**src/rtl/dram_ilv_pkg.sv**
```systemverilog
package dram_ilv_pkg;
    typedef enum logic {
        ST_IDLE = 1'b0,
        ST_ACT  = 1'b1
    } dil_state_e;
endpackage

```
**src/rtl/dram_bank_timer.sv**
```systemverilog
module dram_bank_timer #(
    parameter int T_PRE = 2
) (
    input  logic clk,
    input  logic rst_n,
    input  logic release_i,
    output logic busy_o
);
    localparam int TW = $clog2(T_PRE + 2);

    logic [TW-1:0] cnt_d, cnt_q;

    assign busy_o = (cnt_q != '0);

    always_comb begin
        cnt_d = cnt_q;
        if (release_i)
            cnt_d = TW'(T_PRE);
        else if (busy_o)
            cnt_d = cnt_q - 1'b1;
    end

    always_ff @(posedge clk) begin
        if (!rst_n)
            cnt_q <= '0;
        else
            cnt_q <= cnt_d;
    end

    // A bank is only released after its row strobe was active, which needs a spent timer
    assert_release_after_precharge_R7: assert property (@(posedge clk) disable iff (!rst_n)
        release_i |-> !busy_o);
endmodule

```
**src/rtl/dram_wait_calc.sv**
```systemverilog
module dram_wait_calc #(
    parameter int W_PIPE = 0,
    parameter int W_SAME = 2,
    parameter bit WR_PEN = 1'b1,
    parameter int WW     = 3
) (
    input  logic          pend_i,
    input  logic          unpiped_i,
    input  logic          wr_i,
    output logic [WW-1:0] waits_o
);
    logic [WW-1:0] base;
    logic          wr_add;

    always_comb begin
        if (pend_i)
            base = WW'(W_SAME);
        else
            base = WW'(W_PIPE) + WW'(unpiped_i);
        wr_add  = WR_PEN & wr_i;
        waits_o = base + WW'(wr_add);
    end
endmodule

```
**src/rtl/dram_ilv_ctrl.sv**
```systemverilog
module dram_ilv_ctrl #(
    parameter int W_PIPE = 0,
    parameter int W_SAME = 2,
    parameter int T_PRE  = 2,
    parameter bit WR_PEN = 1'b1
) (
    input  logic       clk,
    input  logic       rst_n,
    input  logic       cyc_start,
    input  logic       addr_piped,
    input  logic       wr,
    input  logic       bank_sel,
    input  logic       bus_idle,
    output logic [1:0] ras_n,
    output logic [1:0] cas_n,
    output logic       ready
);
    import dram_ilv_pkg::*;

    localparam int NB = 2;
    localparam int WW = $clog2(W_PIPE + W_SAME + 3);

    typedef struct packed {
        dil_state_e    st;
        logic [WW-1:0] cnt;
        logic          bank;
        logic          ras_seen;
        logic          after_idle;
    } ctl_t;

    ctl_t ctl_d, ctl_q;

    logic [NB-1:0] busy, rel, ras_on, cas_on;
    logic [WW-1:0] waits;
    logic          ready_c;
    logic          unpiped;

    assign ready_c = (ctl_q.st == ST_ACT) && (ctl_q.cnt == '0);
    assign unpiped = !addr_piped || ctl_q.after_idle;

    dram_wait_calc #(
        .W_PIPE(W_PIPE), .W_SAME(W_SAME), .WR_PEN(WR_PEN), .WW(WW)
    ) u_calc (
        .pend_i   (busy[bank_sel]),
        .unpiped_i(unpiped),
        .wr_i     (wr),
        .waits_o  (waits)
    );

    for (genvar b = 0; b < NB; b++) begin : g_bank
        dram_bank_timer #(.T_PRE(T_PRE)) u_tmr (
            .clk      (clk),
            .rst_n    (rst_n),
            .release_i(rel[b]),
            .busy_o   (busy[b])
        );
        assign ras_on[b] = (ctl_q.st == ST_ACT) && (int'(ctl_q.bank) == b) && !busy[b];
        assign cas_on[b] = ras_on[b] && (ctl_q.ras_seen || ready_c);
        assign rel[b]    = ready_c && (int'(ctl_q.bank) == b);
        assign ras_n[b]  = !ras_on[b];
        assign cas_n[b]  = !cas_on[b];

        // Precharge may only begin once the row strobe has been active
        assert_timer_after_ras_R7: assert property (@(posedge clk) disable iff (!rst_n)
            $rose(busy[b]) |-> $past(!ras_n[b]));
    end

    assign ready = ready_c;

    always_comb begin
        ctl_d = ctl_q;
        if (ctl_q.st == ST_IDLE) begin
            if (cyc_start) begin
                ctl_d.st         = ST_ACT;
                ctl_d.cnt        = waits;
                ctl_d.bank       = bank_sel;
                ctl_d.ras_seen   = 1'b0;
                ctl_d.after_idle = 1'b0;
            end else if (bus_idle) begin
                ctl_d.after_idle = 1'b1;
            end
        end else begin
            if (ras_on[ctl_q.bank])
                ctl_d.ras_seen = 1'b1;
            if (ctl_q.cnt == '0)
                ctl_d.st = ST_IDLE;
            else
                ctl_d.cnt = ctl_q.cnt - 1'b1;
        end
    end

    always_ff @(posedge clk) begin
        if (!rst_n) begin
            ctl_q.st         <= ST_IDLE;
            ctl_q.cnt        <= '0;
            ctl_q.bank       <= 1'b0;
            ctl_q.ras_seen   <= 1'b0;
            ctl_q.after_idle <= 1'b1;
        end else begin
            ctl_q <= ctl_d;
        end
    end

    assert_ready_single_R6: assert property (@(posedge clk) disable iff (!rst_n)
        ready |=> !ready);

    assert_one_bank_R8: assert property (@(posedge clk) disable iff (!rst_n)
        $countones(~ras_n) <= 1);

    assert_cas_at_end_R8: assert property (@(posedge clk) disable iff (!rst_n)
        ready |-> ($countones(~cas_n) == 1));
endmodule

```
**config.mk**
```make
export PLATFORM = sky130hd
export DESIGN_NAME = dram_ilv_ctrl
export DESIGN_NICKNAME = d
export VERILOG_FILES = /design/src/rtl/dram_ilv_pkg.sv /design/src/rtl/dram_bank_timer.sv /design/src/rtl/dram_wait_calc.sv /design/src/rtl/dram_ilv_ctrl.sv
export SDC_FILE = /design/constraint.sdc
export NUM_CORES = 1
export LEC_CHECK = 0
export BUFFER_PORTS_ARGS = -buffer_cell sky130_fd_sc_hd__buf_2
export CAP_MARGIN = 20
export CORE_MARGIN = 4
export CORE_UTILIZATION = 32
export CTS_CLUSTER_SIZE = 24
export DETAILED_ROUTE_END_ITERATION = 10
export GPL_TIMING_DRIVEN = 0
export MAX_ROUTING_LAYER = met4
export SYNTH_ARGS = -nofsm -noshare
export SYNTH_HDL_FRONTEND = slang
export SYNTH_SLANG_ARGS = --single-unit
```
**constraint.sdc**
```tcl
create_clock -name clk -period 1.4 [get_ports clk]
set_clock_uncertainty 0.05 [all_clocks]
set_input_delay 0.28 -clock clk [delete_from_list [all_inputs] [get_ports clk]]
set_output_delay 0.28 -clock clk [all_outputs]
set_load 0.05 [all_outputs]
```
Word-level counts from Yosys, hierarchy flattened
Index checks and enable logic that the tools add are counted.
{"block": "word_totals", "in_bits": 7, "rom_bits": 0, "out_inout_bits": 5, "n_memories": 0, "ramBits": 0, "latch_bits": 0, "ff_bits": 11, "wordCells": 68}
{"block": "op_classes", "reduce_logical": 31, "add_sub_neg": 4, "n_mul": 0, "shift": 0, "n_bitwise": 3, "n_lt_le_gt_ge": 2, "eq_ne": 2, "div": 0, "mux": 17}
{"operator": "$reduce_bool A2 Y1", "count": 6}
{"operator": "$mux W2", "count": 5}
{"operator": "$logic_and A1 B1 Y1", "count": 9}
{"operator": "$mux W1", "count": 9}
{"operator": "$reduce_and A2 Y1", "count": 4}
{"operator": "$logic_not A1 Y1", "count": 7}
{"operator": "$mux W6", "count": 1}
{"operator": "$lt A1 B2 Y1 const B", "count": 2}
{"operator": "$mux W4", "count": 1}
{"operator": "$reduce_or A2 Y1", "count": 2}
{"operator": "$sub A2 B1 Y2 const B", "count": 2}
{"operator": "$add A3 B1 Y3", "count": 1}
{"operator": "$logic_not A3 Y1", "count": 1}
{"operator": "$mux W3", "count": 1}
{"operator": "$not A1 Y1", "count": 3}
{"operator": "$sub A3 B1 Y3 const B", "count": 1}
{"operator": "$logic_or A1 B1 Y1", "count": 2}
{"operator": "$ne A2 B1 Y1 const B", "count": 1}
{"operator": "$ne A2 B2 Y1 const B", "count": 1}

Logic depth before layout (Yosys ltp)
{"block": "depth", "ltp_word": 7, "ltp_mapped": 8, "mapped_depth_nobuf": 8}

Cells and area by module
From an unflattened synthesis, not the netlist that was laid out.
{"block": "unflattened", "cells_unflattened": 62, "hier_area_um2": 588.1}
{"mod": "dram_ilv_ctrl", "cells_each": 47, "area_per_inst_um2": 409.1, "instances": 1, "seq_area_each_um2": 140.1}
{"mod": "dram_bank_timer", "cells_each": 6, "area_per_inst_um2": 70.1, "instances": 2, "seq_area_each_um2": 40.0}
{"mod": "dram_wait_calc", "cells_each": 3, "area_per_inst_um2": 38.8, "instances": 1, "seq_area_each_um2": 0.0}

Worst setup path before layout
No wires, ideal clock.
{"block": "synth_timing", "path_kind": "register -> output", "from": "register ctl_q[3] in the netlist's numbering", "to": "output port cas_n[0]", "path_slack_ns": -0.995, "path_stages_with_launch": 6, "arrival_time_ns": 2.065, "t_required_ns": 1.070, "path_buffers": 1, "cell_sequence": "dfxtp_1 -> inv_1 -> ha_1 -> and3b_1 -> buf_4 -> o21ai_0"}
{"block": "synth_via", "elab_chain_len": 5}
{"element": "start: declaration", "line": "dram_ilv_ctrl.sv:31", "text": "ctl_t ctl_d, ctl_q;"}
{"element": "start signal: assignment", "line": "dram_ilv_ctrl.sv:100", "text": "ctl_q <= ctl_d;"}
{"element": "$logic_not A3 Y1", "line": "dram_ilv_ctrl.sv:38", "text": "assign ready_c = (ctl_q.st == ST_ACT) && (ctl_q.cnt == '0);"}
{"element": "$logic_and A1 B1 Y1", "line": "dram_ilv_ctrl.sv:38"}
{"element": "named net ready", "line": "dram_ilv_ctrl.sv:16", "text": "output logic ready"}
{"element": "$logic_or A1 B1 Y1", "line": "dram_ilv_ctrl.sv:58", "text": "assign cas_on[b] = ras_on[b] && (ctl_q.ras_seen || ready_c);"}
{"element": "$logic_and A1 B1 Y1", "line": "dram_ilv_ctrl.sv:58"}
{"element": "$logic_not A1 Y1", "line": "dram_ilv_ctrl.sv:61", "text": "assign cas_n[b] = !cas_on[b];"}
{"element": "end: declaration", "line": "dram_ilv_ctrl.sv:15", "text": "output logic [1:0] cas_n,"}
The timed path passes the listed nets, and every way through them passes these cells.

Worst setup path in the final report
{"block": "layout_timing", "from": "register ctl_q[3] in the netlist's numbering", "to": "output port cas_n[0]"}
{"block": "layout_via", "elab_chain_len": 5}
{"element": "$logic_not A3 Y1", "line": "dram_ilv_ctrl.sv:38"}
{"element": "$logic_and A1 B1 Y1", "line": "dram_ilv_ctrl.sv:38"}
{"element": "$logic_or A1 B1 Y1", "line": "dram_ilv_ctrl.sv:58"}
{"element": "$logic_and A1 B1 Y1", "line": "dram_ilv_ctrl.sv:58"}
{"element": "$logic_not A1 Y1", "line": "dram_ilv_ctrl.sv:61"}
Every way passes these cells.

==> impl_metrics.py <==
metrics = {
    "pwr": {
        "p_switching_mw": 0.317,
        "total_leakage_power_nw": 0.397,
        "clockPowerShare_pct": 21.9,
        "intPower_mw": 0.630,
        "p_per_area_mw_per_mm2": 986,
        "pwr-share-seq_pct": 39.4,
        "p_comb_share_pct": 38.6,
        "ir_drop_uv": 581,
        "switching_share_pct": 33.5,
    },
    "routing": {
        "antenna_left": 0,
        "first_pass_iters": 2,
        "drt_first_iter_violations": 8,
        "drc": 0,
        "wire_per_inst_um": 13.1,
        "vias_per_cell": 4.86,
        "top_layer": "met4",
        "wl_met3_um": 49,
        "wl_mm": 1.49,
        "wl_met1_um": 669,
        "vias": 554,
        "routed-wl-met2_um": 760,
    },
    "global_routing": {
        "grt_overflow_total": 0,
        "grt_max_degree": 11,
        "grt_pass1_wl_mm": 2.64,
        "antenna_found_initial": 0,
        "grt_pass1_vias": 586,
        "grt_usage_pct": 13.7,
    },
    "logic_synthesis": {
        "synthFlopType": "dfxtp_1",
        "synth_top_family_by_area": "simple AND/OR/NAND/NOR gates",
        "yosys_warnings": 0,
        "synthXorXnorAreaFrac_pct": 0,
        "synth_seq_cells": 11,
        "synthMuxAreaShare_pct": 4.98,
        "syn-num-nets": 74,
        "synthArstFlopShare_pct": 0,
        "synth_compound_area_share_pct": 20.7,
        "synthesis.area_sq_um": 603,
        "syn_inst": 63,
        "synth-simple-area-share_pct": 23.2,
        "synthesis.area_per_instance_sq_um": 9.57,
        "ys_seq_area_share_pct": 36.5,
        "synth-edff-count": 0,
        "synth-adder-area-share_pct": 8.30,
        "synth_cell_types": 32,
    },
    "floorplan": {
        "die_h_um": 51.4,
        "pin_count": 12,
        "die_w_um": 51.4,
        "die-area_sq_mm": 0.00264,
        "core-area_sq_mm": 0.00176,
        "initial_core_util_pct": 34.2,
        "fp-row-count": 15,
    },
    "layout": {
        "final_common_cell": "buf_4",
        "final_area_sq_um": 961,
        "final_cell_mix": "buf_4 (11), buf_2 (6), dfxtp_2 (5), clkbuf_4 (4), buf_6 (4)",
        "nets": 101,
        "drive_above_1_share_pct": 66.3,
        "areaGrowthSynthToFinish_pct": 59.3,
        "antenna_cells": 0,
        "utilization_pct": 54.5,
    },
    "status": {
        "violations": "setup timing",
        "status": "finished with violations",
    },
    "worst_hold_path": {
        "min_path_type": "primary input to register",
    },
    "job": {
        "cap_violations": 0,
    },
    "clock_network": {
        "clk_pin_slew_ns": 0.07,
        "clock-sinks": 11,
        "clk-insertion-delay-late_ns": 0.26,
        "clockBufferDepth": 2,
        "htree_levels": 1,
        "cts_made_buffers": 3,
        "cts_tree": "built",
        "root_buffer": "clkbuf_4",
        "hold_buffers": 0,
    },
    "worst_setup_path": {
        "path_cells": "inv_2, ha_4, and3b_2, o21ai_4, buf_6",
        "cp_slowest_cell": "dfxtp_2",
        "crit_type": "register to output port",
        "crit_arrival_ns": 1.36,
        "crit_path_start_kind": "register",
        "required_ns": 1.07,
        "crit_fanout": 5,
        "cpPeakStageDelay_ns": 0.34,
        "end_kind": "output port",
    },
    "placed_design": {
        "dp_hpwl_um": 894,
        "dpl_cell_area_sq_um": 746,
        "io_buffers": 11,
        "dp_slack_ns": -0.252,
        "gp_congestion": 0.699,
    },
    "timing": {
        "finalSetupViolCount": 8,
        "fmax_ghz": 0.593,
        "fin_crit_sh_pct": 120,
        "drv_slew": 0,
        "rsz0062_at_grt": "yes",
        "setup_ws_ns": -0.287,
        "worst_pin_slew_ns": 0.447,
        "timing.slew.headroom_pct": 70.2,
        "layout_min_cycle_time_ns": 1.69,
        "hold_viol": 0,
    },
}
-- layout make-up --
| type | count | area (sq um) |
|---|---|---|
| Buffer | 1 | 3.75 |
| Clock buffer | 4 | 26.3 |
| Fill cell | 165 | 803 |
| Inverter | 7 | 33.8 |
| Multi-Input combinational cell | 43 | 448 |
| Sequential cell | 11 | 238 |
| Tap cell | 25 | 31.3 |
| Timing Repair Buffer | 23 | 180 |
-- cells by family (layout without fill, tap and decap cells) --
| group | count (synthesis) | in the layout |
|---|---|---|
| adders and majority gates | 4 | 4 |
| muxes | 3 | 3 |
| AOI/OAI and AO/OA | 16 | 16 |
| DFF | 11 | 11 |
| and+or+nand+nor | 20 | 20 |
| buffers and inverters | 9 | 35 |
-- flip-flops by register name (all words and copies together), names as in the netlist --
name	cells
g_bank.u_tmr.cnt_q	4
ctl_q	7
-- per-stage QoR --
step,TNS [ns],total power [mW],instances,hold WS (ns)
3_3_place_gp,-0.932,0.634,99,0.386
4_1_cts,-1.50,0.933,112,0.216
5_1_grt,-1.85,1.01,114,0.227
3_5_place_dp,-0.983,0.637,99,0.389
6_report,-1.34,0.947,114,0.228
2_1_floorplan,-0.337,0.581,63,0.372
-- routing by layer --
| layer | vias to the layer above | global-route usage [%] |
|---|---|---|
| li1 | 278 | - |
| met1 | 265 | 14.7 |
| met2 | 9 | 25.8 |
| met3 | 2 | 1.75 |
| met4 | 0 | 3.93 |
| met5 | - | - |
-- critical path: cells and delay by family (launching register included) --
family          cells  cell delay [ns]
fa+ha+maj           1             0.15
buf+inv             2             0.22
simple gates        1             0.25
compound gates      1             0.13
flops               1             0.34
-- timing repair --
item	in CTS	in global routing
pin swaps	10	4
cloned	0	0
gates resized for setup	28	7
buffers inserted	9	4
endpoints found under the setup margin	8	9
hold endpoints to repair	0	0
-- synth_stat cells, types with 2 or more instances --
cell type  count  area, sq um
a21oi_1        3         15.0
dfxtp_1       11          220
ha_1           4         50.1
inv_1          6         22.5
mux2i_1        3         30.0
nand2_1        4         15.0
nor2_1         2         7.51
nor2b_1        3         18.8
nor3_1         2         10.0
o21ai_0        3         15.0
-- power groups by stage --
| stage | clock, mW | combinational (mW) | sequential [mW] |
|---|---|---|---|
| 3_5_place_dp | 0 | 0.261 | 0.376 |
| 4_1_cts | 0.218 | 0.344 | 0.371 |
| 6_report | 0.208 | 0.366 | 0.374 |
| 3_3_place_gp | 0 | 0.259 | 0.375 |
| 5_1_grt | 0.236 | 0.400 | 0.376 |
| 2_1_floorplan | 0 | 0.210 | 0.371 |
-- final timing paths --
path                            slack [ns]                        to                startpoint  cells past startpoint
worst max-delay path                 -0.29                  cas_n[0]                  ctl_q[3]                      5
worst max register to register       -0.11                  ctl_q[4]  g_bank[0].u_tmr.cnt_q[0]                      8
worst min-delay path                  0.23  g_bank[1].u_tmr.cnt_q[0]                     rst_n                      3
worst min register to register        0.41  g_bank[1].u_tmr.cnt_q[0]  g_bank[1].u_tmr.cnt_q[0]                      1
(Power assumes the default switching activity.)
